## src/rtl/bo_pp_pkg.sv

```systemverilog
package bo_pp_pkg;
  typedef enum logic {NOTIFY_IRQ = 1'b0, NOTIFY_DMA = 1'b1} notify_e;

  // banks trade places when a good packet waits and the reader is empty
  function automatic logic swap_ready(logic sie_full, logic cpu_empty);
    return sie_full & cpu_empty;
  endfunction

  // a new good packet with nowhere to go
  function automatic logic is_overrun(logic good_end, logic sie_full, logic cpu_empty);
    return good_end & sie_full & ~cpu_empty;
  endfunction
endpackage

```

## src/rtl/bo_pp_bank.sv

```systemverilog
module bo_pp_bank #(
  parameter int DEPTH  = 64,
  parameter int DATA_W = 8,
  localparam int AW    = $clog2(DEPTH)
) (
  input  logic              clk,
  input  logic              we,
  input  logic [AW-1:0]     waddr,
  input  logic [DATA_W-1:0] wdata,
  input  logic [AW-1:0]     raddr,
  output logic [DATA_W-1:0] rdata
);
  logic [DATA_W-1:0] mem [DEPTH];

  always_ff @(posedge clk) begin
    if (we) mem[waddr] <= wdata;
  end

  assign rdata = mem[raddr];
endmodule

```

## src/rtl/bo_pp_sie_side.sv

```systemverilog
module bo_pp_sie_side #(
  parameter int DEPTH = 64,
  localparam int PTR_W = $clog2(DEPTH),
  localparam int CNT_W = $clog2(DEPTH + 1)
) (
  input  logic             clk,
  input  logic             rst_n,
  input  logic             wr_en,
  input  logic             pkt_good,
  input  logic             pkt_bad,
  input  logic             cpu_empty,
  input  logic             swap,
  output logic             we,
  output logic [PTR_W-1:0] waddr,
  output logic             full,
  output logic [CNT_W-1:0] pkt_len,
  output logic             overrun
);
  import bo_pp_pkg::*;

  logic [CNT_W-1:0] wr_cnt;
  logic             room;
  logic             commit;

  assign room    = wr_cnt < CNT_W'(DEPTH);
  assign we      = wr_en & ~full & room & ~pkt_good & ~pkt_bad;
  assign waddr   = wr_cnt[PTR_W-1:0];
  assign overrun = is_overrun(pkt_good, full, cpu_empty);
  assign commit  = pkt_good & ~full & (wr_cnt != '0);

  always_ff @(posedge clk) begin
    if (!rst_n) begin
      wr_cnt  <= '0;
      full    <= 1'b0;
      pkt_len <= '0;
    end else begin
      if (swap) begin
        full   <= 1'b0;
        wr_cnt <= '0;
      end else if (pkt_good || pkt_bad) begin
        wr_cnt <= '0;
        if (commit) begin
          full    <= 1'b1;
          pkt_len <= wr_cnt;
        end
      end else if (we) begin
        wr_cnt <= wr_cnt + 1'b1;
      end
    end
  end
endmodule

```

## src/rtl/bo_pp_cpu_side.sv

```systemverilog
module bo_pp_cpu_side #(
  parameter int DEPTH = 64,
  localparam int PTR_W = $clog2(DEPTH),
  localparam int CNT_W = $clog2(DEPTH + 1)
) (
  input  logic             clk,
  input  logic             rst_n,
  input  logic             rd_en,
  input  logic             swap,
  input  logic [CNT_W-1:0] new_len,
  input  logic             flush,
  output logic [CNT_W-1:0] cnt,
  output logic [PTR_W-1:0] rd_ptr,
  output logic             ready
);
  always_ff @(posedge clk) begin
    if (!rst_n) begin
      cnt    <= '0;
      rd_ptr <= '0;
      ready  <= 1'b0;
    end else if (swap) begin
      cnt    <= new_len;
      rd_ptr <= '0;
      ready  <= new_len != '0;
    end else if (flush) begin
      cnt    <= '0;
      rd_ptr <= '0;
      ready  <= 1'b0;
    end else if (rd_en) begin
      if (cnt > CNT_W'(1)) begin
        cnt    <= cnt - 1'b1;
        rd_ptr <= rd_ptr + 1'b1;
      end else begin
        cnt    <= '0;
        rd_ptr <= '0;
        ready  <= 1'b0;
      end
    end
  end
endmodule

```

## src/rtl/bulk_out_pingpong.sv

```systemverilog
module bulk_out_pingpong #(
  parameter int BANK_BYTES = 64,
  parameter int DATA_W     = 8,
  localparam int PTR_W     = $clog2(BANK_BYTES),
  localparam int CNT_W     = $clog2(BANK_BYTES + 1)
) (
  input  logic              clk,
  input  logic              rst_n,
  input  logic              sie_wr_en,
  input  logic [DATA_W-1:0] sie_wr_data,
  input  logic              sie_pkt_good,
  input  logic              sie_pkt_bad,
  input  logic              cpu_rd_en,
  output logic [DATA_W-1:0] cpu_rd_data,
  output logic [CNT_W-1:0]  rx_len,
  output logic              data_ready,
  input  logic              dma_mode,
  output logic              irq_req,
  output logic              dma_req,
  input  logic              nak_set,
  output logic              nak_en,
  output logic              stall
);
  import bo_pp_pkg::*;

  logic             sel;        // bank index facing the engine
  logic             sie_we;
  logic [PTR_W-1:0] sie_waddr;
  logic             sie_full;
  logic [CNT_W-1:0] sie_len;
  logic             overrun_evt;
  logic             swap_evt;
  logic             cpu_empty;
  logic [PTR_W-1:0] rd_ptr;
  logic [DATA_W-1:0] bank_rd [2];
  notify_e          mode;

  assign cpu_empty = rx_len == '0;
  assign swap_evt  = swap_ready(sie_full, cpu_empty);
  assign mode      = notify_e'(dma_mode);

  bo_pp_sie_side #(.DEPTH(BANK_BYTES)) u_sie (
    .clk(clk), .rst_n(rst_n), .wr_en(sie_wr_en), .pkt_good(sie_pkt_good),
    .pkt_bad(sie_pkt_bad), .cpu_empty(cpu_empty), .swap(swap_evt),
    .we(sie_we), .waddr(sie_waddr), .full(sie_full), .pkt_len(sie_len),
    .overrun(overrun_evt)
  );

  bo_pp_cpu_side #(.DEPTH(BANK_BYTES)) u_cpu (
    .clk(clk), .rst_n(rst_n), .rd_en(cpu_rd_en), .swap(swap_evt),
    .new_len(sie_len), .flush(overrun_evt), .cnt(rx_len), .rd_ptr(rd_ptr),
    .ready(data_ready)
  );

  for (genvar b = 0; b < 2; b++) begin : g_bank
    logic bank_we;
    assign bank_we = sie_we & (sel == b[0]);
    bo_pp_bank #(.DEPTH(BANK_BYTES), .DATA_W(DATA_W)) u_bank (
      .clk(clk), .we(bank_we), .waddr(sie_waddr), .wdata(sie_wr_data),
      .raddr(rd_ptr), .rdata(bank_rd[b])
    );
  end

  assign cpu_rd_data = sel ? bank_rd[0] : bank_rd[1];

  always_ff @(posedge clk) begin
    if (!rst_n) begin
      sel     <= 1'b0;
      irq_req <= 1'b0;
      dma_req <= 1'b0;
      stall   <= 1'b0;
      nak_en  <= 1'b0;
    end else begin
      irq_req <= swap_evt & (mode == NOTIFY_IRQ);
      dma_req <= swap_evt & (mode == NOTIFY_DMA);
      if (swap_evt) sel <= ~sel;
      if (overrun_evt) stall <= 1'b1;
      if (swap_evt) nak_en <= 1'b0;
      else if (nak_set) nak_en <= 1'b1;
    end
  end
endmodule

```

## config.mk

```make
export PLATFORM = sky130hd
export DESIGN_NAME = bulk_out_pingpong
export DESIGN_NICKNAME = d
export VERILOG_FILES = /design/src/rtl/bo_pp_pkg.sv /design/src/rtl/bo_pp_bank.sv /design/src/rtl/bo_pp_sie_side.sv /design/src/rtl/bo_pp_cpu_side.sv /design/src/rtl/bulk_out_pingpong.sv
export SDC_FILE = /design/constraint.sdc
export NUM_CORES = 1
export LEC_CHECK = 0
export ABC_AREA = 0
export BUFFER_PORTS_ARGS = -buffer_cell sky130_fd_sc_hd__buf_4
export CORE_UTILIZATION = 45
export DETAILED_ROUTE_END_ITERATION = 10
export GPL_TIMING_DRIVEN = 0
export SKIP_CTS_REPAIR_TIMING = 1
export SLEW_MARGIN = 15
export SYNTH_ARGS = -nofsm -noshare
export SYNTH_HDL_FRONTEND = slang
export SYNTH_SLANG_ARGS = --single-unit
```

## constraint.sdc

```tcl
create_clock -name clk -period 6.84 [get_ports clk]
set_input_delay 0.684 -clock clk [delete_from_list [all_inputs] [get_ports clk]]
set_output_delay 0.684 -clock clk [all_outputs]
set_load 0.03 [all_outputs]
```

==> results of run 1 <==
[layer usage]
layer / track usage / vias to the layer above / share of wire
met3: 0.04409 / 146 / 0.073
met1: 0.3023 / 10361 / 0.42
met5: 0 / - / 0.00013
li1: - / 7985 / -
met2: 0.3361 / 729 / 0.48
met4: 0.05544 / 2 / 0.025
[critical path: cells and delay by family (launching register included)]
family                 cells  cell delay (ns)
buffers and inverters      3             1.88
multiplexers               4             1.91
flip-flops                 1             0.36
[cell families after synthesis]
kind of cell,after synthesis,share of synthesized area
AO/OA/AOI/OAI,39,0.006454
XOR/XNOR,11,0.002333
adder cells (fa/ha/maj),5,0.001515
buffers and inverters,120,0.01282
flip-flops,1064,0.7640
multiplexers,352,0.1874
AND/OR/NAND/NOR,239,0.02548
[power groups by stage]
stage / Combinational (mW) / Clock [mW] / Sequential [mW]
after floorplan: 0.978 / 0 / 7.32
after global placement: 1.52 / 0 / 7.31
after detailed placement: 1.54 / 0 / 7.31
after CTS: 1.55 / 5.64 / 7.17
after global routing: 1.61 / 5.87 / 7.17
final: 1.52 / 5.57 / 7.17
[cell usage after synthesis (6+ instances only)]
| master | n | area share |
|---|---|---|
| nor2_1 | 152 | 0.014 |
| buf_4 | 13 | 0.0024 |
| dfxtp_1 | 40 | 0.019 |
| or3_1 | 12 | 0.0018 |
| nand3_1 | 9 | 0.0011 |
| mux2_2 | 8 | 0.0022 |
| and3_1 | 6 | 0.00091 |
| mux4_2 | 336 | 0.18 |
| mux2i_1 | 8 | 0.0019 |
| nand2_1 | 26 | 0.0024 |
| clkbuf_1 | 68 | 0.0062 |
| buf_2 | 12 | 0.0015 |
| inv_1 | 12 | 0.0011 |
| edfxtp_1 | 1024 | 0.74 |
| buf_1 | 13 | 0.0012 |
| a21oi_1 | 6 | 0.00073 |
| xor2_1 | 6 | 0.0013 |
| nor2b_1 | 7 | 0.0011 |
| o21ai_0 | 9 | 0.0011 |
[per-stage QoR]
step / setup slack [ns] / area (sq um) / power, mW / utilization
after floorplan: 3.355 / 41290 / 8.299 / -
after global placement: 2.028 / 43020 / 8.831 / 0.4758
after detailed placement: 2.020 / 43090 / 8.852 / 0.4765
after CTS: 1.291 / 46420 / 14.36 / 0.5133
after global routing: 1.299 / 46420 / 14.65 / 0.5134
final: 1.324 / 46420 / 14.26 / 0.5134
[worst paths after layout]
path                    from                     endpoint  slack (ns)  depth (start not counted)
setup / recovery   flip-flop               cpu_rd_data[2]        1.32                          7
setup reg to reg  u_sie.full  g_bank[1].u_bank.mem[21][1]        2.98                          6
hold reg to reg        stall                        stall        0.47                          1
hold / removal      dma_mode                      irq_req        0.17                          2
[cell type report]
class                   count  area [sq um]  area share
well taps                1176          1471     0.03170
repair buffers             36         314.1    0.006765
flip-flops and latches   1064         31550      0.6796
plain buffers             108         486.7     0.01048
diodes                      1         2.502  0.00005391
clock buffers             134          2830     0.06097
multi-input cells         646          9221      0.1986
clock inverters            66         500.5     0.01078
inverters                  12         45.04   0.0009703
[state kept, by name, indices dropped and copies added (netlist names), named ones only]
register,count
dma_req,1
g_bank.u_bank.mem,1024
irq_req,1
nak_en,1
sel,1
stall,1
u_cpu.cnt,7
u_cpu.rd_ptr,6
u_cpu.ready,1
u_sie.full,1
u_sie.pkt_len,7
u_sie.wr_cnt,7
==> PnR_summary.wiki, run 1 <==
{| class="wikitable"
! Metric !! Value
|-
| TritonCTS clock tree || built
|-
| Switching fraction of total power || 0.2286
|-
| Share of synthesized flip-flops with an asynchronous set or reset || 0
|-
| Required time at the endpoint of the critical path || 6.16 ns
|-
| Sequential area share after synthesis || 0.7640
|-
| DRT Pass-1 Iters || 5
|-
| Min cycle time layout || 5.516 ns
|-
| YS warnings || 0
|-
| Worst stage delay on the critical path || 0.87 ns
|-
| Number of violations of the max-capacitance limit || 0
|-
| Total Routing Usage GR || 0.2124
|-
| Gp weighted congestion || ~0.81
|-
| Die height || 304.9 microns
|-
| Mapped Area || 41290 sq um
|-
| Inserted Clock Buffers || approximately 110
|-
| DP Cell Count || 3042
|-
| Leakage || 13.87 nW
|-
| Number of vias in the routed layout || 19223
|-
| Critical path launch point type || flip-flop
|-
| Int Pwr || 11.00 mW
|-
| Gate count of the mapped netlist || 1830
|-
| Post-layout instance count excluding filler cells || 3243
|-
| FILL cells || 6963
|-
| IR Drop Worst-Case VDD || 0.2062 mV
|-
| Share of post-route cells with drive strength above 1 || 0.2730
|-
| Pins over their slew limit || 0
|-
| Kind of capture point of the worst setup path || primary output
|-
| Power share of the clock group || 0.390
|-
| Critical path, cell by cell || clkbuf_1, clkbuf_1, mux4_2, mux4_2, mux4_2, mux2_2, buf_4
|-
| Detailed-route vias per instance || just under 6
|-
| I/O pin count || 36
|-
| Num rows || 110
|-
| Remaining max-slew budget at the tightest pin || 0.1266
|-
| Avg WL per Cell || between 30 and 40 microns
|-
| Cell chosen for the clock root || clkbuf_16
|-
| Combinational group share of total power || 0.107
|-
| Slew of the pin with the lowest slew margin || 1.310 ns
|-
| Data arrival, critical path || 4.83 ns
|-
| Final worst clock skew || 0.02598 ns
|-
| Final hold violation count || 0
|-
| Most common library cell in the layout ignoring fill and taps || edfxtp_1
|-
| Final net count || between 1500 and 2000
|-
| Count of buffers from port buffering || 34
|-
| GRT overflow || 0
|-
| Area of the die || 92980 sq um
|-
| Total half-perimeter wirelength after legalization and detailed placement || 62.41 mm
|-
| Average cell area after synthesis || 22.57 sq um
|-
| Unique masters post-synth || 44
|-
| Total of endpoints with negative setup slack in the final report || 0
|-
| DR iter-0 viols || around 2000
|-
| Final total negative setup slack || 0 ns
|-
| Count of flip-flops with a built-in enable after synthesis || 1024
|-
| Maximum frequency from static timing analysis || 181.3 MHz
|-
| Antenna violations before repair || 3
|-
| Final worst path period share || 0.8064
|-
| Worst slack on hold paths || 0.1734 ns
|-
| Floorplan core area || between 90000 and 100000 sq um
|-
| Starting density of the core || 0.4567
|-
| RSZ-0062 raised after global routing || no
|-
| Start-to-end type of the worst setup path || flip-flop to primary output
|-
| Worst min path class || input port to flip-flop
|-
| # H-tree levels || 3
|-
| Status || completed
|-
| Final antenna-violating net count || 0
|-
| Highest net fanout along the worst path || 10
|-
| Number of register bits inferred by synthesis || 1064
|-
| Main flop type after synthesis || edfxtp_1
|-
| Portion of total power attributed to sequential cells || 0.503
|-
| Power density relative to cell area || ~300 nW/um^2
|-
| Horiz. Die Dim || 304.9 microns
|-
| CTS sink count || between 1000 and 1500
|-
| Post-Route WL || 97.63 mm
|-
| Clock buffer depth || 3
|-
| Net Switching || between 3 and 4 mW
|-
| Maximum number of pins on one net before global-route repair || 129
|-
| Drc violations || 0
|-
| First-pass GRT wire length || ~140 mm
|-
| Relative area change from synthesis to final layout || 12.42%
|-
| Clock-pin slew of the registers on the worst-case setup and hold paths || 0.06 ns
|-
| Via count of the first global-routing pass || ~20000
|-
| Max stage delay cell, worst path || clkbuf_1
|-
| Net count of the mapped netlist || 1851
|-
| Skew-Pair Late Insertion Delay || 0.67 ns
|-
| Leading cell types in the layout, fill and taps excluded || 1024 x edfxtp_1, 336 x mux4_2, 152 x nor2_1
|-
| Critical path's most frequent cell || mux4_2
|}
No activity file was read; power rests on OpenSTA's default activity.
==> inputs of run 2 (changes only) <==
clock period = 4.7 ns   (was 6.84 ns; I/O delays follow)
==> run 2 against run 1 <==
Global-route usage is the same. First-iteration DRC count grew 4.6%. Sequential share of layout area shrank 0.070 points. Die area is the same. Non-clock buffer count is the same. Utilization grew 0.053 points. Largest cell class unchanged. Highest routed layer unchanged.
==> PnR_summary.wiki, run 2 (synthesis gave the netlist of run 1 again) <==
{| class="wikitable"
! Metric !! Value
|-
| Status || completed
|-
| DRT Pass-1 Iters || 5 (unchanged)
|-
| Number of violations of the max-capacitance limit || 0 (unchanged)
|-
| CP delay by family, top || buffers and inverters
|-
| Kind of capture point of the worst setup path || primary output
|-
| FILL cells || 6950 (-0.19%)
|-
| Largest Register || g_bank.u_bank.mem
|-
| Summed area of non-filler cells in the final layout || 46470 sq um (+0.10%)
|-
| Gp weighted congestion || 0.8067 (unchanged)
|-
| Max reg flops || 1024 (unchanged)
|-
| Maximum number of pins on one net before global-route repair || 129 (unchanged)
|-
| Leakage || 13.95 nW (+0.59%)
|-
| Final net count || 1995 (unchanged)
|-
| Final hold violation count || 0 (unchanged)
|-
| Critical path launch point type || flip-flop
|-
| Portion of total power attributed to sequential cells || 0.503 (about the same)
|-
| RSZ-0062 raised after global routing || no
|-
| # H-tree levels || 3 (unchanged)
|-
| Number of vias in the routed layout || 19229 (+0.031%)
|-
| Avg WL per Cell || 30.10 microns (about the same)
|-
| Inserted Clock Buffers || 106 (unchanged)
|-
| GRT overflow || 0 (unchanged)
|-
| Tot Pwr || 20.75 mW (+46%)
|-
| Start-to-end type of the worst setup path || flip-flop to primary output
|-
| Total half-perimeter wirelength after legalization and detailed placement || 62.41 mm (unchanged)
|-
| Remaining max-slew budget at the tightest pin || 0.1341 (+0.007469)
|-
| Worst min path class || input port to flip-flop
|-
| Area of the die || 92980 sq um (unchanged)
|-
| Post-Route WL || 97.60 mm (about the same)
|-
| Relative area change from synthesis to final layout || 12.53%
|-
| Share of post-route cells with drive strength above 1 || 0.2836 (+0.01065)
|-
| Drc violations || 0 (unchanged)
|-
| Final antenna-violating net count || 0 (unchanged)
|-
| Total of endpoints with negative setup slack in the final report || 0 (unchanged)
|-
| Pins over their slew limit || 0 (unchanged)
|-
| Number of buffer and inverter instances along the worst setup path || 3 (unchanged)
|-
| Register-to-Register Setup Slack || 0.84 ns (-2.14 ns)
|-
| Cell chosen for the clock root || clkbuf_16
|-
| Critical path's most frequent cell || mux4_2
|-
| Routing usage on met2 || 0.3361 (unchanged)
|-
| Final total negative setup slack || 0 ns (unchanged)
|-
| Max stage delay cell, worst path || clkbuf_1
|-
| Met3 GRT Util || 0.04409 (unchanged)
|-
| Net Switching || 4.739 mW (+45%)
|-
| Highest net fanout along the worst path || 10 (unchanged)
|-
| Min cycle time layout || 4.613 ns
|-
| Critical path, cell by cell || buf_1, clkbuf_1, mux4_2, mux4_2, mux2_2, buf_4
|-
| Global Route met1 Usage || 0.3023 (unchanged)
|-
| Num rows || 110 (unchanged)
|-
| Switching fraction of total power || 0.2284 (-0.0002680)
|-
| IR Drop Worst-Case VDD || 0.3001 mV (+46%)
|-
| Starting density of the core || 0.4567 (unchanged)
|-
| Post-route worst setup slack || 0.08740 ns (-1.237 ns)
|-
| Int Pwr || 16.01 mW (+46%)
|-
| Cell area after placement || 43090 sq um (unchanged)
|-
| Combinational group share of total power || 0.107 (about the same)
|-
| Count of buffers from port buffering || 34 (unchanged)
|-
| TritonCTS clock tree || built
|-
| Final worst path period share || 0.9814
|-
| Required time at the endpoint of the critical path || 4.23 ns (-1.93 ns)
|-
| Most common library cell in the layout ignoring fill and taps || edfxtp_1
|-
| I/O pin count || 36 (unchanged)
|-
| Floorplan core area || 90420 sq um (unchanged)
|-
| Worst slack, placed || 0.09447 ns (-1.926 ns)
|-
| Data arrival, critical path || 4.14 ns (-0.69 ns)
|-
| Worst stage delay on the critical path || 0.79 ns (-0.08 ns)
|-
| Slew of the pin with the lowest slew margin || 1.299 ns (-0.01120 ns)
|-
| Total Routing Usage GR || 0.2124 (unchanged)
|-
| Clock-pin slew of the registers on the worst-case setup and hold paths || 0.06 ns (about the same)
|-
| CTS sink count || 1064 (unchanged)
|-
| Die height || 304.9 microns (unchanged)
|-
| Leading cell types in the layout, fill and taps excluded || 1024 x edfxtp_1, 336 x mux4_2, 152 x nor2_1
|-
| Antenna violations before repair || 3 (unchanged)
|-
| Maximum frequency from static timing analysis || 216.8 MHz
|-
| Skew-Pair Late Insertion Delay || 0.67 ns (about the same)
|-
| Final worst clock skew || 0.02670 ns (+0.0007156 ns)
|-
| Power share of the clock group || 0.390 (about the same)
|-
| First-pass GRT wire length || 140.3 mm (unchanged)
|-
| Busiest metal layer after global routing || met2
|-
| Detailed-route vias per instance || 5.929 (about the same)
|-
| Clock buffer depth || 3 (unchanged)
|-
| Power density relative to cell area || 446.6 nW/um^2 (+45%)
|-
| Horiz. Die Dim || 304.9 microns (unchanged)
|-
| Worst slack on hold paths || 0.05628 ns (-0.1171 ns)
|-
| DR iter-0 viols || 2101 (+4.6%)
|-
| Via count of the first global-routing pass || 19659 (unchanged)
|}
-- run 2: layer usage --
layer / vias to the layer above / part of all wire
met5: - / 0.00023
met4: 2 / 0.025
met3: 145 / 0.076
met2: 757 / 0.48
met1: 10335 / 0.42
li1: 7990 / -
-- run 2: path summary, 6_finish.rpt --
check	endpoint	start	cells past startpoint
worst max-delay path	cpu_rd_data[2]	flip-flop	6
worst min-delay path	nak_en	nak_set	3
worst max register to register	g_bank[1].u_bank.mem[21][2]	u_sie.full	6
worst min register to register	stall	stall	1
-- run 2: through the flow --
stage	util	std cells
finish	0.5139	3243
global route	0.5139	3242
CTS	0.5133	3242
detailed placement	0.4765	3042
global placement	0.4758	3040
floorplan	-	1830
-- run 2: power by group through the flow --
| stage | registers (mW) | clock network (mW) | logic, mW |
|---|---|---|---|
| floorplan | 10.7 | 0 | 1.42 |
| global placement | 10.6 | 0 | 2.21 |
| detailed placement | 10.6 | 0 | 2.25 |
| CTS | 10.4 | 8.21 | 2.25 |
| global route | 10.4 | 8.55 | 2.34 |
| finish | 10.4 | 8.10 | 2.21 |
-- run 2: final cells by class --
cell class / count / area, sq um / area share
Antenna cell: 1 / 2.502 / 0.00005385
Inverter: 12 / 45.04 / 0.0009693
Tap cell: 1176 / 1471 / 0.03166
Buffer: 107 / 524.3 / 0.01128
Timing Repair Buffer: 37 / 324.1 / 0.006974
Clock inverter: 66 / 500.5 / 0.01077
Multi-Input combinational cell: 646 / 9221 / 0.1984
Sequential cell: 1064 / 31550 / 0.6789
Clock buffer: 134 / 2830 / 0.06090
-- run 2: tightest hold or removal path, delay by kind of cell --
kind	cells	cell delay, ns
buffers and inverters	1	0.08
AND/OR/NAND/NOR	2	0.12
